[src/rtl/irq_vector_ctrl.sv]
module irq_vector_ctrl #(
  parameter int N_SRC = 8,
  parameter logic [N_SRC-1:0] EDGE_KIND = '0
) (
  input  logic             clk,
  input  logic             rst_n,
  input  logic [N_SRC-1:0] irq_in,
  input  logic [4:0]       reg_addr,
  input  logic             reg_wr,
  input  logic [31:0]      reg_wdata,
  output logic [31:0]      reg_rdata,
  output logic             irq_out
);
  localparam logic [31:0] IMPL = 32'((64'd1 << N_SRC) - 64'd1);
  localparam logic [4:0] A_STAT = 5'h00, A_PEND = 5'h04, A_ENAB = 5'h08,
                         A_ACK  = 5'h0C, A_SET  = 5'h10, A_CLR  = 5'h14,
                         A_VEC  = 5'h18, A_MSTR = 5'h1C;

  logic [N_SRC-1:0] sy1, sy2, sy3;
  logic [31:0] status_q, enab_q, pend, vec, hit32, wd;
  logic        glob_en, hw_mode;

  wire wr_stat = reg_wr && reg_addr == A_STAT;
  wire wr_enab = reg_wr && reg_addr == A_ENAB;
  wire wr_ack  = reg_wr && reg_addr == A_ACK;
  wire wr_set  = reg_wr && reg_addr == A_SET;
  wire wr_clr  = reg_wr && reg_addr == A_CLR;
  wire wr_mstr = reg_wr && reg_addr == A_MSTR;

  assign wd    = reg_wdata & IMPL;
  assign hit32 = 32'((sy2 & ~sy3 & EDGE_KIND) | (sy2 & ~EDGE_KIND));
  assign pend  = status_q & enab_q;
  assign irq_out = glob_en && (pend != 32'd0);

  always_ff @(posedge clk) begin
    if (!rst_n) begin
      sy1 <= '0;
      sy2 <= '0;
      sy3 <= '0;
    end else begin
      sy1 <= irq_in;
      sy2 <= sy1;
      sy3 <= sy2;
    end
  end

  always_ff @(posedge clk) begin
    if (!rst_n) begin
      status_q <= '0;
      enab_q   <= '0;
      glob_en  <= 1'b0;
      hw_mode  <= 1'b0;
    end else begin
      status_q <= (status_q & ~(wr_ack ? wd : 32'd0)) | hit32 |
                  ((wr_stat && !hw_mode) ? wd : 32'd0);
      if (wr_enab)     enab_q <= wd;
      else if (wr_set) enab_q <= enab_q | wd;
      else if (wr_clr) enab_q <= enab_q & ~wd;
      if (wr_mstr) glob_en <= reg_wdata[0];
      hw_mode <= hw_mode | (wr_mstr & reg_wdata[1]);
    end
  end

  always_comb begin
    vec = 32'hFFFF_FFFF;
    for (int i = N_SRC - 1; i >= 0; i--)
      if (pend[i]) vec = 32'(i);
  end

  always_comb begin
    case (reg_addr)
      A_STAT:  reg_rdata = status_q;
      A_PEND:  reg_rdata = pend;
      A_ENAB:  reg_rdata = enab_q;
      A_VEC:   reg_rdata = vec;
      A_MSTR:  reg_rdata = {30'd0, hw_mode, glob_en};
      default: reg_rdata = 32'd0;
    endcase
  end


  set_enab_chk: assert property (@(posedge clk) disable iff (!rst_n)
    wr_set |=> ((enab_q & $past(wd)) == $past(wd)) &&
               ((enab_q & ~$past(wd)) == ($past(enab_q) & ~$past(wd))));

  clr_enab_chk: assert property (@(posedge clk) disable iff (!rst_n)
    wr_clr |=> ((enab_q & $past(wd)) == 32'd0) &&
               ((enab_q & ~$past(wd)) == ($past(enab_q) & ~$past(wd))));

  ack_clear_chk: assert property (@(posedge clk) disable iff (!rst_n)
    (wr_ack && !wr_stat) |=> (status_q & $past(wd) & ~$past(hit32)) == 32'd0);

  level_hold_chk: assert property (@(posedge clk) disable iff (!rst_n)
    1'b1 |=> (status_q & 32'($past(sy2) & ~EDGE_KIND)) == 32'($past(sy2) & ~EDGE_KIND));

  hw_sticky_chk: assert property (@(posedge clk) disable iff (!rst_n)
    hw_mode |=> hw_mode);

  vec_range_chk: assert property (@(posedge clk) disable iff (!rst_n)
    (pend != 32'd0) |-> (vec < 32'(N_SRC)) && pend[vec[4:0]]);
endmodule

[config.mk]
export PLATFORM = sky130hd
export DESIGN_NAME = irq_vector_ctrl
export DESIGN_NICKNAME = d
export VERILOG_FILES = /design/src/rtl/irq_vector_ctrl.sv
export SDC_FILE = /design/constraint.sdc
export NUM_CORES = 1
export LEC_CHECK = 0
export CELL_PAD_IN_SITES_DETAIL_PLACEMENT = 0
export CELL_PAD_IN_SITES_GLOBAL_PLACEMENT = 1
export CORE_MARGIN = 1.5
export CORE_UTILIZATION = 32
export DETAILED_ROUTE_END_ITERATION = 10
export GPL_TIMING_DRIVEN = 1
export PLACE_DENSITY = 0.92
export SYNTH_ARGS = -nofsm -noshare
export SYNTH_HDL_FRONTEND = slang
export SYNTH_SLANG_ARGS = --single-unit
[constraint.sdc]
create_clock -name clk -period 7.2 [get_ports clk]
set_clock_uncertainty 0.05 [all_clocks]
set_input_delay 1.44 -clock clk [delete_from_list [all_inputs] [get_ports clk]]
set_output_delay 1.44 -clock clk [all_outputs]
set_load 0.01 [all_outputs]
==> metrics.txt, run 1 <==
status finished clean; I/O pin cnt 81; r2r startpoint hw_mode$_SDFF_PN0_; synthesized area per cell 8.997 um^2; DP HPWL 2739 um; vias per inst 5.057; Mapped Area 1745 um^2; GR Util All Layers 13.33%; Hold Crit Class flip-flop to flip-flop; Worst Hold Path EP sy2[0]$_SDFF_PN0_; Setup-failing EPs final 0; sw frac 22.91%; Worst Setup Start Kind primary input; sw power 0.00008951 W; syn nets 242; maximum clock frequency 177.1 MHz; hold-critical path depth 1; ys async rst share 0%; area occupied by multi-input gates 822.0 um^2; drt initial violations 118; CP Class primary input to primary output; M1 wire length 1705 um; RSZ-0062 raised after global routing no; Die H 76.86 um; Slew Viols, Final 0; Netlist cell types 35; via count 1497; Reg clk slew, reported paths 0.06 ns; hold buffers post-CTS 0; vias in the first global route 1418; largest net degree at the start of global routing 39; clock share of power 35.3%; clk sinks 34; Int Pwr 0.0003012 W; Hold Slack 0.3815 ns; most used cell, CP clkdlybuf4s50_1; Least-Margin Pin Slew 1.142 ns; CP top delay family buffers and inverters; final core occ 44.00%; starting density of the core 33.74%; DR top layer met4; CP max stage delay 0.65 ns; Req. time, crit path 5.71 ns; placed insts 288; R2R Setup Slk 6.04 ns; crit path buf inv count 3; worst skew pair latency 0.27 ns; crit path time final 5.646 ns; first-pass GRT wire length 6410 um; met3 routed wirelength 237 um; sequential share of the synthesized area 39.00%; clock root cell clkbuf_8; postcts setup bufs 0; leakage power 0.7991 nW; CTS Buf Count 5; initial antenna violation count 0; # resized after CTS 0; Gate Count Post-Synth 194; GP Congestion 0.8463; Avg WL per Cell 12.40 um; Hold Crit Start sy1[0]$_SDFF_PN0_; grt total ovfl 0; setup TNS 0 ns; Max-Slew Margin vs Limit 23.61%; fin crit share 78.42%; register area 680.7 um^2; peak supply drop 0.0001378 V; power per cell area 171.7 nW/um^2; core area 5172 um^2; DRC 0; number of synthesized flops with an enable pin 0; Slowest cell on crit path clkdlybuf4s50_1; CTS tree done; commonest cells after routing, fill and taps aside clkdlybuf4s50_1, dfxtp_1, a221o_1, and2_1, nand2_1; Worst setup EP type primary output; commonest non-fill, non-tap cell in the layout clkdlybuf4s50_1; fill cell total of the finished layout 513; Die W 76.86 um; ANT cells 0; Final ANT Viol Nets 0; Die ar. 5907 um^2; Area Growth Syn to Fin 30.39%; Layout Nets 273; Seq pwr share 52.0%; Comb power frac 12.7%; top_reg_cell synth dfxtp_1; Finished Layout Cells 296; Final Hold Fails 0; R2R Path End status_q[2]$_SDFF_PN0_; R2R depth 3; Critical Path AT 4.16 ns; critical path cell sequence clkdlybuf4s50_1 -> nor3b_1 -> nand4b_1 -> or3_1 -> inv_1 -> clkdlybuf4s50_1; CP Max Fanout 24; met2 wire len 1668 um; H-tree Lvls 2; layout cells sized above 1 4.867%; Pre-antenna DRT Iters 5; #FFs+latches synth 34; final wirelength 3669 um; YS warnings 0; Clock Tree Buf Depth 2; MaxCap Viol Count 0; PortBufs 56; row cnt 26
## synth_stat cells (2+ instances only)
library cell   n  share of area (%)
a21oi_1       10                2.9
a221o_1       18                 10
a22oi_1       10                4.3
and2_1        16                5.7
buf_2          2               0.57
buf_4         23                9.9
clkbuf_1       6                1.3
dfxtp_1       34                 39
inv_1          9                1.9
mux2i_1        2                1.1
nand2_1       15                3.2
nor2_1         2               0.43
nor2b_1        2               0.72
nor3b_1       10                4.3
o211ai_1       2               0.86
o21ai_0       13                3.7
or3_1          2               0.72
## power by group through the flow
stage	Clock [W]	Combinational (W)	Sequential [W]
2_1_floorplan	0	0.0000277	0.000205
3_3_place_gp	0	0.0000487	0.000207
3_5_place_dp	0	0.0000497	0.000207
4_1_cts	0.000144	0.0000498	0.000203
5_1_grt	0.000153	0.0000546	0.000205
6_report	0.000138	0.0000495	0.000203
## per-layer routing
metal  up-vias  GRT usage (%)
li1        749              -
met1       682          16.23
met2        60          21.59
met3         6          4.048
met4         0          5.741
met5         -              0
## worst max path at each step
stage / start / to / slack, ns / cells past startpoint
after global routing: reg_addr[4] / reg_rdata[14] / 1.25 / 6
after floorplan: reg_addr[3] / reg_rdata[10] / 2.66 / 6
after CTS: reg_addr[4] / reg_rdata[20] / 1.50 / 6
after detailed placement: reg_addr[4] / reg_rdata[20] / 1.50 / 6
final: reg_addr[4] / reg_rdata[20] / 1.55 / 6
after global placement: reg_addr[4] / reg_rdata[10] / 1.59 / 6
## through the flow
stage               cell area, um^2  worst slack [ns]  total power (W)
floorplan                      1745             2.657        0.0002330
global placement               2185             1.588        0.0002556
detailed placement             2185             1.500        0.0002571
CTS                            2276             1.504        0.0003967
global route                   2276             1.255        0.0004120
finish                         2276             1.554        0.0003907
## layout make-up
| class | instances | area share (%) |
|---|---|---|
| clock inverters | 1 | 0.2199 |
| clock buffers | 7 | 3.793 |
| well taps | 70 | 3.848 |
| flip-flops and latches | 34 | 29.91 |
| inverters | 9 | 1.484 |
| multi-input cells | 119 | 36.12 |
| repair buffers | 56 | 24.63 |
## logic make-up after synthesis
logic type / Yosys count / share of synthesized area, %
AO/OA/AOI/OAI: 60 / 25.81
AND/OR/NAND/NOR: 56 / 19.64
buffers and inverters: 41 / 13.91
flip-flops: 34 / 39.00
multiplexers: 2 / 1.147
XOR/XNOR: 1 / 0.5019
(Power assumes the default switching activity.)
==> run 2, diff against run 1 <==
--- a/config.mk
+++ b/config.mk
@@ -8,10 +8,10 @@
 export CELL_PAD_IN_SITES_DETAIL_PLACEMENT = 0
 export CELL_PAD_IN_SITES_GLOBAL_PLACEMENT = 1
 export CORE_MARGIN = 1.5
-export CORE_UTILIZATION = 32
+export CORE_UTILIZATION = 26
 export DETAILED_ROUTE_END_ITERATION = 10
 export GPL_TIMING_DRIVEN = 1
-export PLACE_DENSITY = 0.92
+export PLACE_DENSITY = 0.81
 export SYNTH_ARGS = -nofsm -noshare
 export SYNTH_HDL_FRONTEND = slang
 export SYNTH_SLANG_ARGS = --single-unit
==> constraint.sdc (replaced) <==
create_clock -name clk -period 5.1 [get_ports clk]
set_clock_uncertainty 0.05 [all_clocks]
set_input_delay 1.02 -clock clk [delete_from_list [all_inputs] [get_ports clk]]
set_output_delay 1.02 -clock clk [all_outputs]
set_load 0.01 [all_outputs]
==> run 2 against run 1 <==
  * Via count down 3.0%
  * The flow now finishes with violations (DRC)
  * Largest power group unchanged
  * Clock power is 29% higher
  * Sequential power increased by 41%
  * First-iteration DRC count fell by 5.1%
  * Routed wire length decreased by 0.87%
  * Setup slack got worse by 1.1 ns
  * Combinational power increased by 43%
  * Sequential share of layout area fell by 0.098 points
==> metrics.txt, run 2 (synthesized netlist as in run 1, its figures left out) <==
status finished with violations; failing checks DRC; CP Class primary input to primary output; Avg WL per Cell 12.00 um; fill cell total of the finished layout 661; peak supply drop 0.0001870 V; vias per inst 4.792; Die H 84.94 um; row cnt 29; CTS tree done; R2R Path End status_q[0]$_SDFF_PN0_; hold buffers post-CTS 0; Critical Path AT 3.59 ns; Worst Hold Path EP sy2[4]$_SDFF_PN0_; CTS Buf Count 5; clk sinks 34; vias in the first global route 1389; R2R depth 3; register area 680.7 um^2; Die W 84.94 um; initial antenna violation count 0; drt initial violations 112; maximum clock frequency 214.7 MHz; M1 wire length 1655 um; Final Hold Fails 0; Reg clk slew, reported paths 0.07 ns; r2r startpoint hw_mode$_SDFF_PN0_; MaxCap Viol Count 0; CP max stage delay 0.60 ns; layout cells sized above 1 5.752%; commonest non-fill, non-tap cell in the layout clkdlybuf4s50_1; Die ar. 7214 um^2; most used cell, CP clkdlybuf4s50_1; crit path time final 4.658 ns; DRC 6; critical path cell sequence clkdlybuf4s50_1 -> nor3b_1 -> nand4b_1 -> or3_1 -> clkinvlp_4 -> clkdlybuf4s50_1; via count 1452; clock root cell clkbuf_8; Setup-failing EPs final 0; worst skew pair latency 0.28 ns; grt total ovfl 0; largest net degree at the start of global routing 39; Hold Crit Class flip-flop to flip-flop; leakage power 0.7895 nW; Worst setup EP type primary output; Hold Slack 0.3791 ns; Layout Nets 274; Max-Slew Margin vs Limit 23.57%; R2R Setup Slk 3.93 ns; fin crit share 91.33%; Worst Setup Start Kind primary input; area occupied by multi-input gates 822.0 um^2; CP Max Fanout 24; GR Util All Layers 11.14%; I/O pin cnt 81; Final ANT Viol Nets 0; commonest cells after routing, fill and taps aside clkdlybuf4s50_1, dfxtp_1, a221o_1, and2_1, nand2_1; H-tree Lvls 2; RSZ-0062 raised after global routing no; PortBufs 56; met2 wire len 1709 um; setup TNS 0 ns; starting density of the core 27.18%; met3 routed wirelength 211 um; Slew Viols, Final 0; DP HPWL 2787 um; ANT cells 0; DR top layer met4; final wirelength 3637 um; Hold Crit Start sy1[4]$_SDFF_PN0_; Req. time, crit path 4.03 ns; Least-Margin Pin Slew 1.143 ns; Slowest cell on crit path clkdlybuf4s50_1; Area Growth Syn to Fin 30.82%; hold-critical path depth 1; Pre-antenna DRT Iters 7; first-pass GRT wire length 6492 um; Clock Tree Buf Depth 2; GP Congestion 0.8071; power per cell area 234.6 nW/um^2; core area 6422 um^2
[run 2: cell type report]
cell class,count,share of cell area [%]
clock buffer,5,3.014
clock inverter,2,0.4384
inverter,9,1.644
multi-input combinational,119,36.00
sequential,34,29.81
tap,77,4.219
timing repair buffer,57,24.88
[run 2: worst max path at each step]
stage	slack (ns)	from	depth (start not counted)	end
after floorplan	1.40	reg_addr[3]	6	reg_rdata[10]
after global placement	0.33	reg_addr[4]	6	reg_rdata[9]
after detailed placement	0.24	reg_addr[4]	6	reg_rdata[17]
after CTS	0.23	reg_addr[4]	6	reg_rdata[17]
after global routing	0.19	reg_addr[4]	6	reg_rdata[14]
final	0.44	reg_addr[4]	6	reg_rdata[17]
[run 2: metrics by stage]
stage / std cells / power [W] / utilization (%) / area, um^2 / setup WS, ns
2_1_floorplan: 194 / 0.0003290 / - / 1745 / 1.397
3_3_place_gp: 296 / 0.0003620 / 34.27 / 2201 / 0.3267
3_5_place_dp: 296 / 0.0003639 / 34.27 / 2201 / 0.2366
4_1_cts: 303 / 0.0005439 / 35.50 / 2280 / 0.2345
5_1_grt: 303 / 0.0005662 / 35.55 / 2283 / 0.1930
6_report: 303 / 0.0005357 / 35.55 / 2283 / 0.4422
[run 2: critical path, delay by kind of cell]
kind	cells	cell delay, ns
buffers and inverters	3	1.46
and+or+nand+nor	3	1.10
[run 2: power by group]
group	internal (W)	leakage (nW)	switching, W	total (W)
logic	0.0000394	0.467	0.0000312	0.0000706
clock network	0.0000913	0.0438	0.0000870	0.000178
registers	0.000278	0.279	0.00000908	0.000287
total	0.000408	0.790	0.000127	0.000536
[run 2: per-layer routing]
| layer | vias up | track usage (%) |
|---|---|---|
| met2 | 55 | 18.55 |
| met1 | 647 | 13.66 |
| li1 | 744 | - |
| met4 | 0 | 5.067 |
| met5 | - | 0 |
| met3 | 6 | 2.626 |
[run 2: what timing repair did]
item | in CTS | in global routing
buffers inserted | 0 | 0
resized for setup | 0 | 1
endpoints found under the setup margin | 0 | 24
==> run 3, diff against run 2 <==
--- a/config.mk
+++ b/config.mk
@@ -8,10 +8,11 @@
 export CELL_PAD_IN_SITES_DETAIL_PLACEMENT = 0
 export CELL_PAD_IN_SITES_GLOBAL_PLACEMENT = 1
 export CORE_MARGIN = 1.5
-export CORE_UTILIZATION = 26
+export CORE_UTILIZATION = 27
+export CTS_BUF_LIST = sky130_fd_sc_hd__clkbuf_8
 export DETAILED_ROUTE_END_ITERATION = 10
 export GPL_TIMING_DRIVEN = 1
-export PLACE_DENSITY = 0.81
+export PLACE_DENSITY = 0.83
 export SYNTH_ARGS = -nofsm -noshare
 export SYNTH_HDL_FRONTEND = slang
 export SYNTH_SLANG_ARGS = --single-unit
==> run 3 against run 2 <==
  * The flow now finishes without violations
  * Setup slack gained 0.098 ns
  * Combinational power grew 0.8%
  * First-iteration DRC count shrank 25%
  * Critical path type unchanged
  * Largest power group unchanged
  * Highest routed layer unchanged
==> metrics.txt, run 3 (synthesized netlist as in run 1, its figures left out) <==
Max-Slew Margin vs Limit 22.30%; hold buffers post-CTS 0; row cnt 29; Clock Tree Buf Depth 2; leakage power 0.8190 nW; CP Max Fanout 24; GR Util All Layers 11.40%; layout cells sized above 1 6.140%; Worst setup EP type primary output; fin crit share 89.42%; Final Hold Fails 0; DRC 0; Avg WL per Cell 12.50 um; # resized after CTS 0; vias in the first global route 1334; Slowest cell on crit path clkdlybuf4s50_1; Die ar. 6956 um^2; peak supply drop 0.0001685 V; Power Total 0.0005959 W; MaxCap Viol Count 0; dpl ws 0.5042 ns; commonest non-fill, non-tap cell in the layout clkdlybuf4s50_1; Setup-failing EPs final 0; Hold Crit Class flip-flop to flip-flop; vias per inst 4.718; Reg clk slew, reported paths 0.07 ns; DP HPWL 2753 um; crit path time final 4.560 ns; CTS Buf Count 5; via count 1439; PortBufs 56; ANT cells 0; I/O pin cnt 81; status finished clean; CP top delay family buffers and inverters; Critical Path AT 3.49 ns; crit path buf inv count 4; Worst Setup Start Kind primary input; clock root cell clkbuf_8; commonest cells after routing, fill and taps aside clkdlybuf4s50_1, dfxtp_1, a221o_1, and2_1, nand2_1; Die H 83.40 um; largest net degree at the start of global routing 39; CTS tree done; final wirelength 3812 um; first-pass GRT wire length 6423 um; Die W 83.40 um; fill cell total of the finished layout 670; GP Congestion 0.7433; drt initial violations 84; CP max stage delay 0.57 ns; Least-Margin Pin Slew 1.162 ns; Slew Viols, Final 0; CP Class primary input to primary output; setup TNS 0 ns; clk sinks 34; Area Growth Syn to Fin 32.76%; grt total ovfl 0; initial antenna violation count 0; Pre-antenna DRT Iters 4; most used cell, CP clkdlybuf4s50_1; H-tree Lvls 2; postcts setup bufs 0; Req. time, crit path 4.03 ns; RSZ-0062 raised after global routing no; Layout Nets 275; critical path cell sequence clkdlybuf4s50_1 -> nor3b_1 -> nand4b_1 -> or3_1 -> inv_1 -> buf_4 -> clkdlybuf4s50_1; starting density of the core 27.65%; Final ANT Viol Nets 0; worst skew pair latency 0.28 ns; maximum clock frequency 219.3 MHz; setup slack after layout 0.5398 ns; core area 6314 um^2; power per cell area 257.2 nW/um^2
run 3: area by class of cell:
type                       instances  area [um^2]  area share (%)
clock inverter                     3        40.04           1.728
tap                               77        96.34           4.158
sequential                        34        680.7           29.37
clock buffer                       5        68.82           2.970
multi-input combinational        119        822.0           35.48
timing repair buffer              58        575.6           24.84
inverter                           9        33.78           1.458
run 3: through the flow:
| stage | std cells | hold slack [ns] | instance area (um^2) | util (%) |
|---|---|---|---|---|
| floorplan | 194 | 0.3619 | 1745 | - |
| global placement | 297 | 0.3648 | 2208 | 34.98 |
| detailed placement | 297 | 0.3669 | 2208 | 34.98 |
| CTS | 305 | 0.3835 | 2317 | 36.70 |
| global route | 305 | 0.4061 | 2317 | 36.70 |
| finish | 305 | 0.3814 | 2317 | 36.70 |
run 3: report_power, final:
part	leakage (nW)	internal, W	switching (W)
registers	0.279	0.000278	0.00000917
clock network	0.0579	0.000144	0.0000943
logic	0.482	0.0000396	0.0000316
run 3: worst paths after layout:
check,slack (ns),end,from,depth (start not counted)
worst max-delay path,0.54,reg_rdata[24],reg_addr[4],7
worst min-delay path,0.38,sy2[7]$_SDFF_PN0_,sy1[7]$_SDFF_PN0_,1
worst max register to register,3.91,status_q[2]$_SDFF_PN0_,hw_mode$_SDFF_PN0_,3
worst min register to register,0.38,sy2[7]$_SDFF_PN0_,sy1[7]$_SDFF_PN0_,1
run 3: metal layers:
layer | GRT usage (%) | routed length (um) | vias up | part of all wire (%)
li1 | - | - | 747 | -
met4 | 4.545 | 38 | 0 | 1.0
met5 | 0 | 0 | - | 0
met3 | 3.380 | 237 | 4 | 6.2
met2 | 18.33 | 1736 | 53 | 46
met1 | 14.31 | 1800 | 635 | 47
